File: src/rtl/fgc_pkg.sv
`timescale 1ns/1ps
package fgc_pkg;
  // Confidence class attached to each in-flight branch
  typedef enum logic {
    TAG_HIGH = 1'b0,
    TAG_LOW  = 1'b1
  } conf_tag_e;
endpackage

File: src/rtl/fgc_conf_table.sv
`timescale 1ns/1ps
module fgc_conf_table #(
  parameter int IDX_W  = 6,
  parameter int CONF_W = 4,
  parameter int CONF_N = 4
) (
  input  logic             clk,
  input  logic             rst_n,
  input  logic [IDX_W-1:0] rd_idx,
  output logic             rd_low,
  input  logic             upd_vld,
  input  logic [IDX_W-1:0] upd_idx,
  input  logic             upd_miss
);
  localparam int ENTRIES = 1 << IDX_W;
  localparam logic [CONF_W-1:0] CMAX  = '1;
  localparam logic [CONF_W-1:0] HI_AT = CONF_W'(CONF_N);

  logic [CONF_W-1:0] ctr_q [ENTRIES];
  logic [CONF_W-1:0] ctr_d [ENTRIES];

  for (genvar e = 0; e < ENTRIES; e++) begin : g_entry
    always_comb begin
      ctr_d[e] = ctr_q[e];
      if (upd_vld && (upd_idx == IDX_W'(e))) begin
        if (upd_miss)             ctr_d[e] = '0;
        else if (ctr_q[e] != CMAX) ctr_d[e] = ctr_q[e] + 1'b1;
      end
    end

    always_ff @(posedge clk or negedge rst_n) begin
      if (!rst_n) ctr_q[e] <= '0;
      else        ctr_q[e] <= ctr_d[e];
    end
  end

  assign rd_low = (ctr_q[rd_idx] < HI_AT);

  // a misprediction restarts the run from zero
  assert_miss_clears_R2: assert property (@(posedge clk) disable iff (!rst_n)
    (upd_vld && upd_miss) |=> (ctr_q[$past(upd_idx)] == '0));

  // saturated counter holds under further correct resolves
  assert_sat_hold_R11: assert property (@(posedge clk) disable iff (!rst_n)
    (upd_vld && !upd_miss && (ctr_q[upd_idx] == CMAX)) |=> (ctr_q[$past(upd_idx)] == CMAX));
endmodule

File: src/rtl/fgc_tag_fifo.sv
`timescale 1ns/1ps
module fgc_tag_fifo
  import fgc_pkg::*;
#(
  parameter int DEPTH = 8
) (
  input  logic      clk,
  input  logic      rst_n,
  input  logic      flush,
  input  logic      push,
  input  conf_tag_e push_tag,
  input  logic      pop,
  output logic      push_ok,
  output logic      pop_ok,
  output conf_tag_e pop_tag
);
  localparam int PTR_W = (DEPTH > 1) ? $clog2(DEPTH) : 1;
  localparam int OCC_W = $clog2(DEPTH + 1);
  localparam logic [PTR_W-1:0] LAST = PTR_W'(DEPTH - 1);
  localparam logic [OCC_W-1:0] FULL = OCC_W'(DEPTH);

  conf_tag_e        mem_q [DEPTH];
  conf_tag_e        mem_d [DEPTH];
  logic [PTR_W-1:0] wr_q, wr_d, rd_q, rd_d;
  logic [OCC_W-1:0] occ_q, occ_d;

  assign pop_ok  = pop && (occ_q != '0) && !flush;
  assign push_ok = push && !flush && ((occ_q != FULL) || pop_ok);
  assign pop_tag = mem_q[rd_q];

  always_comb begin
    wr_d  = wr_q;
    rd_d  = rd_q;
    occ_d = occ_q;
    if (flush) begin
      wr_d  = '0;
      rd_d  = '0;
      occ_d = '0;
    end else begin
      if (push_ok) wr_d = (wr_q == LAST) ? '0 : wr_q + 1'b1;
      if (pop_ok)  rd_d = (rd_q == LAST) ? '0 : rd_q + 1'b1;
      case ({push_ok, pop_ok})
        2'b10:   occ_d = occ_q + 1'b1;
        2'b01:   occ_d = occ_q - 1'b1;
        default: occ_d = occ_q;
      endcase
    end
  end

  for (genvar s = 0; s < DEPTH; s++) begin : g_slot
    always_comb begin
      mem_d[s] = mem_q[s];
      if (push_ok && (wr_q == PTR_W'(s))) mem_d[s] = push_tag;
    end
    always_ff @(posedge clk) begin
      mem_q[s] <= mem_d[s];
    end
  end

  always_ff @(posedge clk or negedge rst_n) begin
    if (!rst_n) begin
      wr_q  <= '0;
      rd_q  <= '0;
      occ_q <= '0;
    end else begin
      wr_q  <= wr_d;
      rd_q  <= rd_d;
      occ_q <= occ_d;
    end
  end

  // a push into a full queue without a pop is dropped
  assert_full_drop_R9: assert property (@(posedge clk) disable iff (!rst_n)
    ((occ_q == FULL) && push && !pop && !flush) |=> (occ_q == FULL));

  // flush empties the queue
  assert_flush_empty_R10: assert property (@(posedge clk) disable iff (!rst_n)
    flush |=> (occ_q == '0));
endmodule

File: src/rtl/fgc_lowconf_counter.sv
`timescale 1ns/1ps
module fgc_lowconf_counter #(
  parameter int CNT_W = 4
) (
  input  logic             clk,
  input  logic             rst_n,
  input  logic             flush,
  input  logic             inc,
  input  logic             dec,
  input  logic [CNT_W-1:0] thresh,
  output logic [CNT_W-1:0] cnt,
  output logic             gate
);
  logic [CNT_W-1:0] cnt_q, cnt_d;

  always_comb begin
    cnt_d = cnt_q;
    if (flush) begin
      cnt_d = '0;
    end else begin
      case ({inc, dec})
        2'b10:   cnt_d = cnt_q + 1'b1;
        2'b01:   cnt_d = (cnt_q != '0) ? cnt_q - 1'b1 : cnt_q;
        default: cnt_d = cnt_q;
      endcase
    end
  end

  always_ff @(posedge clk or negedge rst_n) begin
    if (!rst_n) cnt_q <= '0;
    else        cnt_q <= cnt_d;
  end

  assign cnt  = cnt_q;
  assign gate = (thresh != '0) && (cnt_q >= thresh);

  // a low-class fetch raises the count by one
  assert_inc_R3: assert property (@(posedge clk) disable iff (!rst_n)
    (inc && !dec && !flush) |=> (cnt_q == $past(cnt_q) + 1'b1));

  // a low-tag resolve lowers the count by one
  assert_dec_R4: assert property (@(posedge clk) disable iff (!rst_n)
    (dec && !inc && !flush && (cnt_q != '0)) |=> (cnt_q == $past(cnt_q) - 1'b1));

  // simultaneous fetch and resolve cancel out
  assert_both_R7: assert property (@(posedge clk) disable iff (!rst_n)
    (inc && dec && !flush) |=> $stable(cnt_q));

  // no underflow below zero
  assert_no_underflow_R8: assert property (@(posedge clk) disable iff (!rst_n)
    ((cnt_q == '0) && !inc) |=> (cnt_q == '0));

  // flush zeroes the count
  assert_flush_zero_R10: assert property (@(posedge clk) disable iff (!rst_n)
    flush |=> (cnt_q == '0));
endmodule

File: src/rtl/fetch_gate_ctrl.sv
`timescale 1ns/1ps
module fetch_gate_ctrl
  import fgc_pkg::*;
#(
  parameter int PC_W       = 32,
  parameter int IDX_W      = 6,
  parameter int CONF_W     = 4,
  parameter int CONF_N     = 4,
  parameter int DIST_N     = 4,
  parameter int FIFO_DEPTH = 8,
  localparam int CNT_W     = $clog2(FIFO_DEPTH + 1)
) (
  input  logic             clk,
  input  logic             rst_n,
  input  logic             flush,
  input  logic             dist_mode,
  input  logic [CNT_W-1:0] gate_thresh,
  input  logic             fetch_vld,
  input  logic [PC_W-1:0]  fetch_pc,
  input  logic             resolve_vld,
  input  logic [PC_W-1:0]  resolve_pc,
  input  logic             resolve_miss,
  output logic             fetch_gate,
  output logic [CNT_W-1:0] lowconf_cnt
);
  localparam int DIST_W = $clog2(DIST_N + 1);
  localparam logic [DIST_W-1:0] DIST_LOAD = DIST_W'(DIST_N);

  logic              tbl_low;
  logic              fetch_low;
  logic [DIST_W-1:0] dist_q, dist_d;
  logic              push_ok, pop_ok;
  conf_tag_e         pop_tag;
  conf_tag_e         push_tag;
  logic              cnt_inc, cnt_dec;

  fgc_conf_table #(
    .IDX_W (IDX_W),
    .CONF_W(CONF_W),
    .CONF_N(CONF_N)
  ) u_table (
    .clk     (clk),
    .rst_n   (rst_n),
    .rd_idx  (fetch_pc[IDX_W-1:0]),
    .rd_low  (tbl_low),
    .upd_vld (resolve_vld),
    .upd_idx (resolve_pc[IDX_W-1:0]),
    .upd_miss(resolve_miss)
  );

  // Distance window: counts fetched branches left after a misprediction
  always_comb begin
    dist_d = dist_q;
    if (resolve_vld && resolve_miss)     dist_d = DIST_LOAD;
    else if (fetch_vld && dist_q != '0)  dist_d = dist_q - 1'b1;
  end

  always_ff @(posedge clk or negedge rst_n) begin
    if (!rst_n) dist_q <= '0;
    else        dist_q <= dist_d;
  end

  assign fetch_low = tbl_low || (dist_mode && (dist_q != '0));
  assign push_tag  = fetch_low ? TAG_LOW : TAG_HIGH;

  fgc_tag_fifo #(
    .DEPTH(FIFO_DEPTH)
  ) u_tags (
    .clk     (clk),
    .rst_n   (rst_n),
    .flush   (flush),
    .push    (fetch_vld),
    .push_tag(push_tag),
    .pop     (resolve_vld),
    .push_ok (push_ok),
    .pop_ok  (pop_ok),
    .pop_tag (pop_tag)
  );

  assign cnt_inc = push_ok && fetch_low;
  assign cnt_dec = pop_ok && (pop_tag == TAG_LOW);

  fgc_lowconf_counter #(
    .CNT_W(CNT_W)
  ) u_count (
    .clk   (clk),
    .rst_n (rst_n),
    .flush (flush),
    .inc   (cnt_inc),
    .dec   (cnt_dec),
    .thresh(gate_thresh),
    .cnt   (lowconf_cnt),
    .gate  (fetch_gate)
  );

  // a resolved misprediction opens a full window
  assert_dist_arm_R6: assert property (@(posedge clk) disable iff (!rst_n)
    (resolve_vld && resolve_miss) |=> (dist_q == DIST_LOAD));

  // the window closes one fetch at a time
  assert_dist_step_R6: assert property (@(posedge clk) disable iff (!rst_n)
    (fetch_vld && !(resolve_vld && resolve_miss) && (dist_q != '0))
      |=> (dist_q == $past(dist_q) - 1'b1));

  // the gate never rises while the count is zero
  assert_gate_idle_R5: assert property (@(posedge clk) disable iff (!rst_n)
    (lowconf_cnt == '0) |-> !fetch_gate);
endmodule

File: config.mk
export PLATFORM = sky130hd
export DESIGN_NAME = fetch_gate_ctrl
export DESIGN_NICKNAME = d
export VERILOG_FILES = /design/src/rtl/fgc_pkg.sv /design/src/rtl/fgc_conf_table.sv /design/src/rtl/fgc_tag_fifo.sv /design/src/rtl/fgc_lowconf_counter.sv /design/src/rtl/fetch_gate_ctrl.sv
export SDC_FILE = /design/constraint.sdc
export NUM_CORES = 1
export LEC_CHECK = 0
export BUFFER_PORTS_ARGS = -buffer_cell sky130_fd_sc_hd__buf_2
export CELL_PAD_IN_SITES_DETAIL_PLACEMENT = 0
export CELL_PAD_IN_SITES_GLOBAL_PLACEMENT = 1
export CORE_UTILIZATION = 43
export CTS_BUF_LIST = sky130_fd_sc_hd__clkbuf_4 sky130_fd_sc_hd__clkbuf_8 sky130_fd_sc_hd__clkbuf_16
export DETAILED_ROUTE_END_ITERATION = 10
export GPL_TIMING_DRIVEN = 0
export PLACE_DENSITY = 0.81
export SLEW_MARGIN = 20
export SYNTH_ARGS = -nofsm -noshare
export SYNTH_HDL_FRONTEND = slang
export SYNTH_SLANG_ARGS = --single-unit
File: constraint.sdc
create_clock -name clk -period 2.9 [get_ports clk]
set_clock_uncertainty 0.1 [all_clocks]
set_input_delay 0.58 -clock clk [delete_from_list [all_inputs] [get_ports clk]]
set_output_delay 0.58 -clock clk [all_outputs]
set_load 0.03 [all_outputs]
==> results of run 1 <==
## synthesized netlist by cell type, types with 28 or more instances
| cell | instances |
|---|---|
| sky130_fd_sc_hd__dfrtp_1 | 273 |
| sky130_fd_sc_hd__o21ai_0 | 221 |
| sky130_fd_sc_hd__nand2_1 | 188 |
| sky130_fd_sc_hd__nor2_1 | 178 |
| sky130_fd_sc_hd__nand3_1 | 93 |
| sky130_fd_sc_hd__nand4_1 | 90 |
| sky130_fd_sc_hd__ha_1 | 82 |
| sky130_fd_sc_hd__nor3_1 | 57 |
| sky130_fd_sc_hd__a21oi_1 | 52 |
| sky130_fd_sc_hd__clkbuf_1 | 44 |
| sky130_fd_sc_hd__mux2_2 | 44 |
| sky130_fd_sc_hd__a31oi_1 | 38 |
| sky130_fd_sc_hd__inv_1 | 37 |
| sky130_fd_sc_hd__xor2_1 | 28 |
## how the worst min path moves through the flow
stage                                    from                             end  slack (ns)  depth (start not counted)
6_report       u_table.ctr_q[123]$_DFFE_PN0P_  u_table.ctr_q[123]$_DFFE_PN0P_        0.40                          1
3_5_place_dp   u_table.ctr_q[187]$_DFFE_PN0P_  u_table.ctr_q[187]$_DFFE_PN0P_        0.40                          1
4_1_cts                         resolve_pc[3]   u_table.ctr_q[63]$_DFFE_PN0P_        0.40                          3
5_1_grt        u_table.ctr_q[167]$_DFFE_PN0P_  u_table.ctr_q[167]$_DFFE_PN0P_        0.42                          1
3_3_place_gp   u_table.ctr_q[163]$_DFFE_PN0P_  u_table.ctr_q[163]$_DFFE_PN0P_        0.39                          1
2_1_floorplan                           rst_n           dist_q[0]$_DFFE_PN0P_        0.18                          0
## cell type report
type / instances / area (um2)
clock buffers: 54 / 1072
inverters: 37 / 138.9
plain buffers: 61 / 310.3
flip-flops and latches: 281 / 7074
clock inverters: 6 / 30.03
diodes: 1 / 2.502
repair buffers: 44 / 349.1
multi-input cells: 1272 / 7998
fillers: 3172 / 17170
well taps: 455 / 569.3
## worst max-delay path, cell delays in order
cell	delay (ns)
sky130_fd_sc_hd__buf_2	0.14
sky130_fd_sc_hd__buf_6	0.21
sky130_fd_sc_hd__nand2b_1	0.21
sky130_fd_sc_hd__nor2_1	0.24
sky130_fd_sc_hd__nor3_1	0.09
sky130_fd_sc_hd__o2111ai_2	0.25
sky130_fd_sc_hd__nand4b_1	0.20
sky130_fd_sc_hd__o221ai_4	0.36
sky130_fd_sc_hd__o21ai_4	0.11
sky130_fd_sc_hd__inv_2	0.12
sky130_fd_sc_hd__ha_4	0.20
sky130_fd_sc_hd__a21o_1	0.18
sky130_fd_sc_hd__a21oi_4	0.17
sky130_fd_sc_hd__nor3b_2	0.06
sky130_fd_sc_hd__mux2_4	0.28
sky130_fd_sc_hd__or2_1	0.20
## cells by family (layout without fill, tap and decap cells)
| group | count (synthesis) | after routing | share of synthesized area (%) |
|---|---|---|---|
| fa+ha+maj | 84 | 84 | 6.985 |
| xor+xnor | 51 | 51 | 2.927 |
| flops | 281 | 281 | 46.34 |
| other cells | 0 | 1 | 0 |
| compound gates | 413 | 413 | 16.24 |
| mux | 50 | 50 | 3.812 |
| buf+inv | 99 | 202 | 2.886 |
| simple gates | 674 | 674 | 20.81 |
## sequential cells by signal (all words and copies together), names as in the netlist
register       flops
dist_q             3
u_count.cnt        4
u_table.ctr_q    256
u_tags.mem_q       8
u_tags.occ_q       4
u_tags.rd_q        3
u_tags.wr_q        3
## stage by stage
step                total power, uW  instances  hold WS, ns  TNS (ns)  cell area, um2
finish                        10050       2211       0.4014   -0.5634           17540
global route                  10510       2210       0.4222   -0.7699           17540
CTS                           10090       2203       0.4038   -0.3988           17390
detailed placement             5842       2137       0.4018    -62.27           16120
global placement               5780       2130       0.3869  -1197.26           15970
floorplan                      5364       1652       0.1844   -0.3784           15290
## layer usage
metal	global-route usage (%)	share of wire (%)
met1	34.62	46
met2	37.62	45
met3	3.294	6.5
met4	7.108	2.6
met5	0	0
## where the power goes
part	switching (uW)	internal (uW)
Clock	1660	2540
Combinational	822	570
Sequential	269	4190
Total	2750	7300
## repair_timing
action / 4_1_cts / 5_1_grt
setup endpoints to repair: 43 / 6
pin swaps: 9 / 10
resized for setup: 23 / 23
hold buffers: 1 / 0
hold endpoints to repair: 58 / 0
setup buffers: 6 / 7
==> metrics.txt, run 1 <==
run status=finished, violations left; violated checks=setup timing; CTS Buffer Depth=3; reg2reg setup slack=-0.41 ns; initial antenna violation count=0; biggest area consumer among synthesized cells=sky130_fd_sc_hd__dfrtp_1; startpoint class of the critical path=input pin; Die Height=190.4 um; number of rows in the core area=68; Die ar.=36250 um2; Worst Max-Slew Pin Slew=1.165 ns; CP Capture Type=flop; destination of the critical timing path=u_count.cnt[3]$_DFFE_PN0P_; Iteration-0 DRC Markers=1003; initial core utilization=43.97%; IR drop worst, VDD=0.0004119 V; average cell area after synthesis=9.239 um2; root buffer cell=sky130_fd_sc_hd__clkbuf_16; worst min-delay path class=flop to flop; TritonCTS sink count=281; post-synthesis sequential area ratio=46.34%; Worst Reg-to-Reg Cells=15; max-slew violation count=0; maximum frequency from static timing analysis=302.2 MHz; Antenna Violating Nets Remaining=0; proportion of layout cells with a drive suffix above 1=12.59%; Vias=13060; utilization of the core after routing=50.54%; LEAKAGE=0.007545 uW; cell count after synthesis=1652; DR vias/cell=5.908; combined area of all synthesized cells=15260 um2; portion of the clock cycle consumed by the worst path in the final layout=114.1%; DIE WIDTH=190.4 um; clock buffers created by TritonCTS=34; fraction of post-synthesis cell area in the top cell type by area=44.76%; Required @ worst endpoint=3.19 ns; insertion delay of the later-clocked pin in the worst-skew pair=0.51 ns; placement-stage worst setup slack=-1.331 ns; start of the worst register-to-register path=u_table.ctr_q[38]$_DFFE_PN0P_; maxcap violations=0; yosys synthesis warning count=0; leading cell type in the layout, fill and taps excluded=sky130_fd_sc_hd__dfrtp_1; worst slew margin relative to its limit=22.05%; number of global-route vias before repair=12210; Std-Cell Core Area=34710 um2; final weighted congestion in routability-driven placement=0.8998; register bit total from synthesis=281; Worst R2R End=u_count.cnt[3]$_DFFE_PN0P_; origin of the worst setup path=fetch_pc[0]; number of failing hold endpoints at the final stage=0; share of flip-flops with an asynchronous set or reset after synthesis=97.15%; largest driver fanout on the critical path=10; top cells by area in the synthesized netlist=sky130_fd_sc_hd__dfrtp_1, sky130_fd_sc_hd__o21ai_0, sky130_fd_sc_hd__ha_1; average routed wire per standard cell=19.31 um; clock period minus worst slack=3.309 ns; wire length of the first global-routing pass=68070 um; Final #Nets=1890; minimum setup slack in the final design=-0.4095 ns; Area Growth Syn to Fin=14.95%; number of remaining DRC errors=0; remaining global-route overflow=0; Main synth FF type=sky130_fd_sc_hd__dfrtp_1; Worst EP arrival=3.60 ns; number of I/O port buffers=23; TritonCTS clock tree=yes; Net Count, Synth=1811; H-Tree Depth=2; Global Route Usage Sum=24.08%; estimated wirelength of the detail-placed design=29170 um; Setup-failing EPs final=3; clock slew seen by the registers of the worst setup and hold paths=0.06 ns; power density over cell area=572.9 nW/um2; number of flops mapped to enable cells by yosys=8; critical path type=input pin to flop; Detailed Route WL=42680 um; DRT Pass-1 Iters=5; pin count of the biggest net entering global routing=90; number of ports placed on the die boundary=80; RSZ-0062 raised after global routing=yes; highest-count cells in the layout ignoring fill and taps=sky130_fd_sc_hd__dfrtp_1, sky130_fd_sc_hd__o21ai_0, sky130_fd_sc_hd__nand2_1, sky130_fd_sc_hd__nor2_1, sky130_fd_sc_hd__nand3_1; count of cell types in the netlist=72
Note: power is estimated with default switching activity, not from simulation.
==> inputs of run 2 (changes only) <==
Settings changed: RECOVER_POWER from default to 50.
==> run 2 against run 1 <==
- wire length about the same
- via count increased by 0.30%
- clock power about the same
- flip-flop and latch count unchanged
- combinational power about the same
- total power about the same
- sequential share of layout area increased by 0.078 points
- the run ends with capacitance limit, slew limit, setup timing left
==> metrics.txt, run 2 (synthesis results as in run 1) <==
run status=finished, violations left; violated checks=capacitance limit, slew limit, setup timing; utilization of the core after routing=50.44% (-0.097 points); pin count of the biggest net entering global routing=90 (unchanged); remaining global-route overflow=0 (unchanged); clock buffers created by TritonCTS=34 (unchanged); number of flip-flops under the largest register name=256 (unchanged); highest-count cells in the layout ignoring fill and taps=sky130_fd_sc_hd__dfrtp_1, sky130_fd_sc_hd__o21ai_0, sky130_fd_sc_hd__nand2_1, sky130_fd_sc_hd__nor2_1, sky130_fd_sc_hd__nand3_1; average routed wire per standard cell=19.28 um (-0.12%); maxcap violations=1 (+1); Final #Nets=1890 (unchanged); final weighted congestion in routability-driven placement=0.8998 (unchanged); area used by multi-input combinational logic=7998 um2 (unchanged); number of rows in the core area=68 (unchanged); hold_ws=0.4011 ns (-0.0002470 ns); DIE WIDTH=190.4 um (unchanged); proportion of layout cells with a drive suffix above 1=12.31% (-0.28 points); Die Height=190.4 um (unchanged); Filler cells=3179 (+0.22%); Detailed Route WL=42650 um (about the same); number of I/O port buffers=23 (unchanged); number of placed instances, taps included=2137 (unchanged); number of ports placed on the die boundary=80 (unchanged); wire length of the first global-routing pass=68070 um (unchanged); worst min-delay path class=flop to flop; Antenna Violating Nets Remaining=0 (unchanged); largest driver fanout on the critical path=3 (-7); H-Tree Depth=2 (unchanged); number of global-route vias before repair=12210 (unchanged); insertion delay of the later-clocked pin in the worst-skew pair=0.51 ns (about the same); power density over cell area=573.7 nW/um2 (+0.14%); Worst Max-Slew Pin Slew=1.590 ns (+0.4246 ns); max-slew violation count=60 (+60); initial antenna violation count=0 (unchanged); CP Capture Type=flop; portion of the clock cycle consumed by the worst path in the final layout=114.4% (+0.26 points); maximum frequency from static timing analysis=301.5 MHz (-0.23%); FF/Latch Area=7074 um2 (unchanged); Setup-failing EPs final=3 (unchanged); worst slew margin relative to its limit=-5.970% (-28 points); leading cell type in the layout, fill and taps excluded=sky130_fd_sc_hd__dfrtp_1; clock slew seen by the registers of the worst setup and hold paths=0.06 ns (about the same); Vias=13100 (+0.30%); Area Growth Syn to Fin=14.73%; RSZ-0062 raised after global routing=yes; summed negative setup slack over all endpoints=-0.5864 ns (-0.02304 ns); DR vias/cell=5.923 (+0.25%); startpoint class of the critical path=flop; root buffer cell=sky130_fd_sc_hd__clkbuf_16; non-filler instance count after layout=2212 (+0.045%); Worst EP arrival=3.61 ns (about the same); critical path type=flop to flop; Required @ worst endpoint=3.19 ns (about the same); CTS Buffer Depth=3 (unchanged); register ranked first by flip-flop count=u_table.ctr_q; initial core utilization=43.97% (unchanged); number of remaining DRC errors=0 (unchanged); clock period minus worst slack=3.317 ns (+0.007586 ns); estimated wirelength of the detail-placed design=29170 um (unchanged); minimum setup slack in the final design=-0.4170 ns (-0.007586 ns); registers with the most flip-flops=u_table.ctr_q (256), u_tags.mem_q (8); LEAKAGE=0.007514 uW (-0.42%); TritonCTS sink count=281 (unchanged); TritonCTS clock tree=yes; Iteration-0 DRC Markers=1130 (+13%); DRT Pass-1 Iters=5 (unchanged); IR drop worst, VDD=0.0004115 V (about the same); Std-Cell Core Area=34710 um2 (unchanged); Global Route Usage Sum=24.08% (unchanged); number of failing hold endpoints at the final stage=0 (unchanged); Die ar.=36250 um2 (unchanged)
==> run 2: what timing repair did <==
action	4_1_cts	5_1_grt
hold buffers	1	0
hold endpoints to repair	58	0
resized for setup	23	23
setup endpoints to repair	43	6
buffers inserted	6	7
pin swaps	9	10
==> run 2: where the power goes <==
group	internal (uW)	switching (uW)
clock	2540	1660
combinational	561	822
sequential	4190	270
total	7290	2760
==> run 2: layout make-up <==
| type | instances | share of cell area, % |
|---|---|---|
| multi-input cells | 1272 | 45.67 |
| flip-flops and latches | 281 | 40.40 |
| clock buffers | 54 | 6.124 |
| well taps | 455 | 3.251 |
| repair buffers | 44 | 1.786 |
| plain buffers | 61 | 1.772 |
| inverters | 37 | 0.7931 |
| clock inverters | 6 | 0.1715 |
| diodes | 2 | 0.02858 |
==> run 2: per-layer routing <==
layer  share of wire (%)  vias to the layer above  global-route usage, %
met2                  45                      376                  37.62
met5                   0                        -                      0
li1                    -                     6217                      -
met3                 6.0                       65                  3.294
met1                  46                     6443                  34.62
met4                 2.4                        0                  7.108
==> run 2: metrics by stage <==
step	worst slack (ns)	total power, uW	instance area [um2]
after floorplan	-0.3784	5364	15290
after global placement	-4.122	5780	15970
after detailed placement	-1.331	5842	16120
after CTS	-0.3988	10090	17390
after global routing	-0.4929	10500	17510
final	-0.4170	10050	17510
==> run 2: worst paths after layout <==
path / start / endpoint / slack, ns / cells past startpoint
setup / recovery: u_table.ctr_q[38]$_DFFE_PN0P_ / u_count.cnt[3]$_DFFE_PN0P_ / -0.42 / 15
hold / removal: u_table.ctr_q[123]$_DFFE_PN0P_ / u_table.ctr_q[123]$_DFFE_PN0P_ / 0.40 / 1
setup reg to reg: u_table.ctr_q[38]$_DFFE_PN0P_ / u_count.cnt[3]$_DFFE_PN0P_ / -0.42 / 15
hold reg to reg: u_table.ctr_q[123]$_DFFE_PN0P_ / u_table.ctr_q[123]$_DFFE_PN0P_ / 0.40 / 1
max in group asynchronous: rst_n / u_table.ctr_q[38]$_DFFE_PN0P_ / 0.29 / 4
min in group asynchronous: rst_n / u_table.ctr_q[2]$_DFFE_PN0P_ / 0.89 / 2
==> run 2: critical path: stages (launching register included) <==
cell and delay [ns]:
sky130_fd_sc_hd__dfrtp_2 0.43, sky130_fd_sc_hd__o311ai_4 0.33, sky130_fd_sc_hd__o32ai_2 0.15, sky130_fd_sc_hd__o32a_1 0.36, sky130_fd_sc_hd__o21ai_2 0.23, sky130_fd_sc_hd__o221ai_4 0.20
sky130_fd_sc_hd__o21ai_4 0.20, sky130_fd_sc_hd__inv_2 0.08, sky130_fd_sc_hd__ha_4 0.26, sky130_fd_sc_hd__a21o_1 0.14, sky130_fd_sc_hd__a21oi_4 0.07, sky130_fd_sc_hd__buf_4 0.13
sky130_fd_sc_hd__buf_4 0.12, sky130_fd_sc_hd__nand3b_1 0.08, sky130_fd_sc_hd__mux2i_1 0.07, sky130_fd_sc_hd__or2_1 0.22
==> inputs of run 3 (changes only) <==
Settings changed: CORE_MARGIN from default to 2.
==> run 3 against run 2 <==
- the flow still finishes with violations (capacitance limit, slew limit, setup timing)
- utilization shrank 0.41 points
- via count shrank 0.60%
- setup slack is essentially flat
- non-clock buffer count shrank 6
- combinational power is essentially flat
- critical path type unchanged
==> metrics.txt, run 3 (synthesis results as in run 1) <==
average routed wire per standard cell=19.47 um (+0.97%); number of flip-flops under the largest register name=256 (unchanged); number of remaining DRC errors=0 (unchanged); portion of the clock cycle consumed by the worst path in the final layout=114.4% (about the same); CTS Buffer Depth=3 (unchanged); number of ports placed on the die boundary=80 (unchanged); max-slew violation count=86 (+43%); net switching power=2766 uW (+0.38%); root buffer cell=sky130_fd_sc_hd__clkbuf_16; Detailed Route WL=42870 um (+0.51%); worst min-delay path class=flop to flop; Worst Max-Slew Pin Slew=2.298 ns (+0.7088 ns); final weighted congestion in routability-driven placement=0.8354 (-7.2%); DIE WIDTH=192.4 um (+1.1%); proportion of layout cells with a drive suffix above 1=11.22% (-1.1 points); power density over cell area=585.5 nW/um2 (+2.0%); number of I/O port buffers=23 (unchanged); TritonCTS clock tree=yes; maximum frequency from static timing analysis=301.5 MHz (about the same); non-filler instance count after layout=2202 (-0.45%); Area Growth Syn to Fin=13.81%; Die Height=192.4 um (+1.1%); violated checks=capacitance limit, slew limit, setup timing; number of global-route vias before repair=12120 (-0.80%); startpoint class of the critical path=flop; number of placed instances, taps included=2134 (-0.14%); Setup-failing EPs final=3 (unchanged); remaining global-route overflow=0 (unchanged); Required @ worst endpoint=3.20 ns (about the same); RSZ-0062 raised after global routing=yes; placement-stage worst setup slack=-1.265 ns (+0.06575 ns); clock slew seen by the registers of the worst setup and hold paths=0.06 ns (about the same); pin count of the biggest net entering global routing=96 (+6.7%); estimated wirelength of the detail-placed design=28980 um (-0.65%); initial core utilization=43.97% (unchanged); highest-count cells in the layout ignoring fill and taps=sky130_fd_sc_hd__dfrtp_1, sky130_fd_sc_hd__o21ai_0, sky130_fd_sc_hd__nand2_1, sky130_fd_sc_hd__nor2_1, sky130_fd_sc_hd__nand3_1; wire length of the first global-routing pass=67550 um (-0.76%); Vias=13020 (-0.60%); critical path type=flop to flop; LEAKAGE=0.007482 uW (-0.42%); TritonCTS sink count=281 (unchanged); H-Tree Depth=2 (unchanged); cts hold-fix bufs=0 (-1); registers with the most flip-flops=u_table.ctr_q (256), u_tags.mem_q (8); sequential cell fraction of total power=43.8% (-0.6 points); Antenna Violating Nets Remaining=0 (unchanged); leading cell type in the layout, fill and taps excluded=sky130_fd_sc_hd__dfrtp_1; Global Route Usage Sum=23.62% (-0.46 points); Std-Cell Core Area=34710 um2 (unchanged); internal power=7404 uW (+1.5%); share of total power in the clock network=42.5% (+0.7 points); Sw Ratio=27.20% (-0.23 points); largest driver fanout on the critical path=3 (unchanged); DRT Pass-1 Iters=5 (unchanged); IR drop worst, VDD=0.0005173 V (+26%); initial antenna violation count=0 (unchanged); clock period minus worst slack=3.317 ns (-0.0004980 ns); number of failing hold endpoints at the final stage=0 (unchanged); Final #Nets=1884 (-0.32%); DR vias/cell=5.914 (-0.14%); run status=finished, violations left; maxcap violations=1 (unchanged); register ranked first by flip-flop count=u_table.ctr_q; Die ar.=37020 um2 (+2.1%); minimum setup slack in the final design=-0.4165 ns (+0.0004980 ns); Antenna diodes=0 (-2); insertion delay of the later-clocked pin in the worst-skew pair=0.52 ns (about the same); Worst EP arrival=3.61 ns (about the same); Iteration-0 DRC Markers=1129 (-0.088%); worst slew margin relative to its limit=-53.22% (-47 points); clock buffers created by TritonCTS=34 (unchanged); CP Capture Type=flop; number of rows in the core area=68 (unchanged); combinational share of power=13.7% (about the same)
run 3: cell types whose count changed in the layout (fill, tap and decap cells not counted), moves of 3 or more:
cell	previous run	this run
sky130_fd_sc_hd__clkbuf_4	16	5
sky130_fd_sc_hd__buf_4	17	12
sky130_fd_sc_hd__clkbuf_8	3	8
sky130_fd_sc_hd__nor3_2	19	11
sky130_fd_sc_hd__buf_2	21	24
sky130_fd_sc_hd__clkbuf_1	46	43
sky130_fd_sc_hd__nor3_1	43	51
sky130_fd_sc_hd__nor2_1	173	177
sky130_fd_sc_hd__nor2_2	5	1
run 3: worst paths after layout:
path	startpoint	cells past startpoint	slack, ns	endpoint
min	u_table.ctr_q[167]$_DFFE_PN0P_	1	0.41	u_table.ctr_q[167]$_DFFE_PN0P_
max in group asynchronous	rst_n	2	0.45	u_table.ctr_q[153]$_DFFE_PN0P_
max	u_table.ctr_q[211]$_DFFE_PN0P_	14	-0.42	u_count.cnt[3]$_DFFE_PN0P_
max reg2reg	u_table.ctr_q[211]$_DFFE_PN0P_	14	-0.42	u_count.cnt[3]$_DFFE_PN0P_
min reg2reg	u_table.ctr_q[167]$_DFFE_PN0P_	1	0.41	u_table.ctr_q[167]$_DFFE_PN0P_
min in group asynchronous	rst_n	1	0.63	u_table.ctr_q[9]$_DFFE_PN0P_
run 3: critical path, cell delays in order, from the launching register on:
cell,delay [ns]
sky130_fd_sc_hd__dfrtp_1,0.38
sky130_fd_sc_hd__or3b_4,0.41
sky130_fd_sc_hd__o311ai_4,0.12
sky130_fd_sc_hd__a21oi_2,0.10
sky130_fd_sc_hd__o31ai_2,0.29
sky130_fd_sc_hd__a31o_1,0.26
sky130_fd_sc_hd__o221ai_4,0.17
sky130_fd_sc_hd__o21ai_2,0.20
sky130_fd_sc_hd__inv_2,0.08
sky130_fd_sc_hd__ha_4,0.21
sky130_fd_sc_hd__a21o_1,0.16
sky130_fd_sc_hd__a21oi_2,0.17
sky130_fd_sc_hd__nor3b_1,0.07
sky130_fd_sc_hd__mux2_4,0.28
sky130_fd_sc_hd__or2_1,0.20
run 3: cell type report:
type                    instances  area (um2)
repair buffers                 38       246.5
fillers                      3232       17340
clock inverters                 8       65.06
clock buffers                  50        1074
multi-input cells            1272        7894
plain buffers                  61       309.0
inverters                      37       138.9
well taps                     455       569.3
flip-flops and latches        281        7073
run 3: what timing repair did:
item	CTS	global route
pin swaps	7	1
resized for setup	16	13
setup buffers	7	4
endpoints found under the setup margin	43	11
run 3: power by group through the flow:
stage,Combinational [uW],Clock [uW],Sequential [uW]
CTS,1360,4410,4460
floorplan,866,0,4500
global route,1550,4580,4500
finish,1390,4320,4460
detailed placement,1320,0,4520
global placement,1260,0,4510
run 3: per-stage QoR:
step                util (%)   TNS, ns  cell area, um2  hold WS, ns  total power, uW
floorplan                  -   -0.3784           15290       0.1844             5364
global placement       46.01  -1191.69           15970       0.3851             5777
detailed placement     46.32    -57.12           16080       0.3966             5847
CTS                    49.94   -0.5265           17340     0.003665            10230
global route           50.04    -1.775           17370       0.4304            10630
finish                 50.04   -0.7902           17370       0.4061            10170
run 3: routing by layer:
metal / part of all wire [%] / GRT usage, % / vias to the layer above / wire length [um]
met5: 0.20 / 2.335 / - / 87
li1: - / - / 6215 / -
met4: 3.3 / 9.219 / 2 / 1412
met1: 45 / 33.15 / 6321 / 19430
met2: 45 / 36.43 / 393 / 19290
met3: 6.2 / 3.692 / 92 / 2644
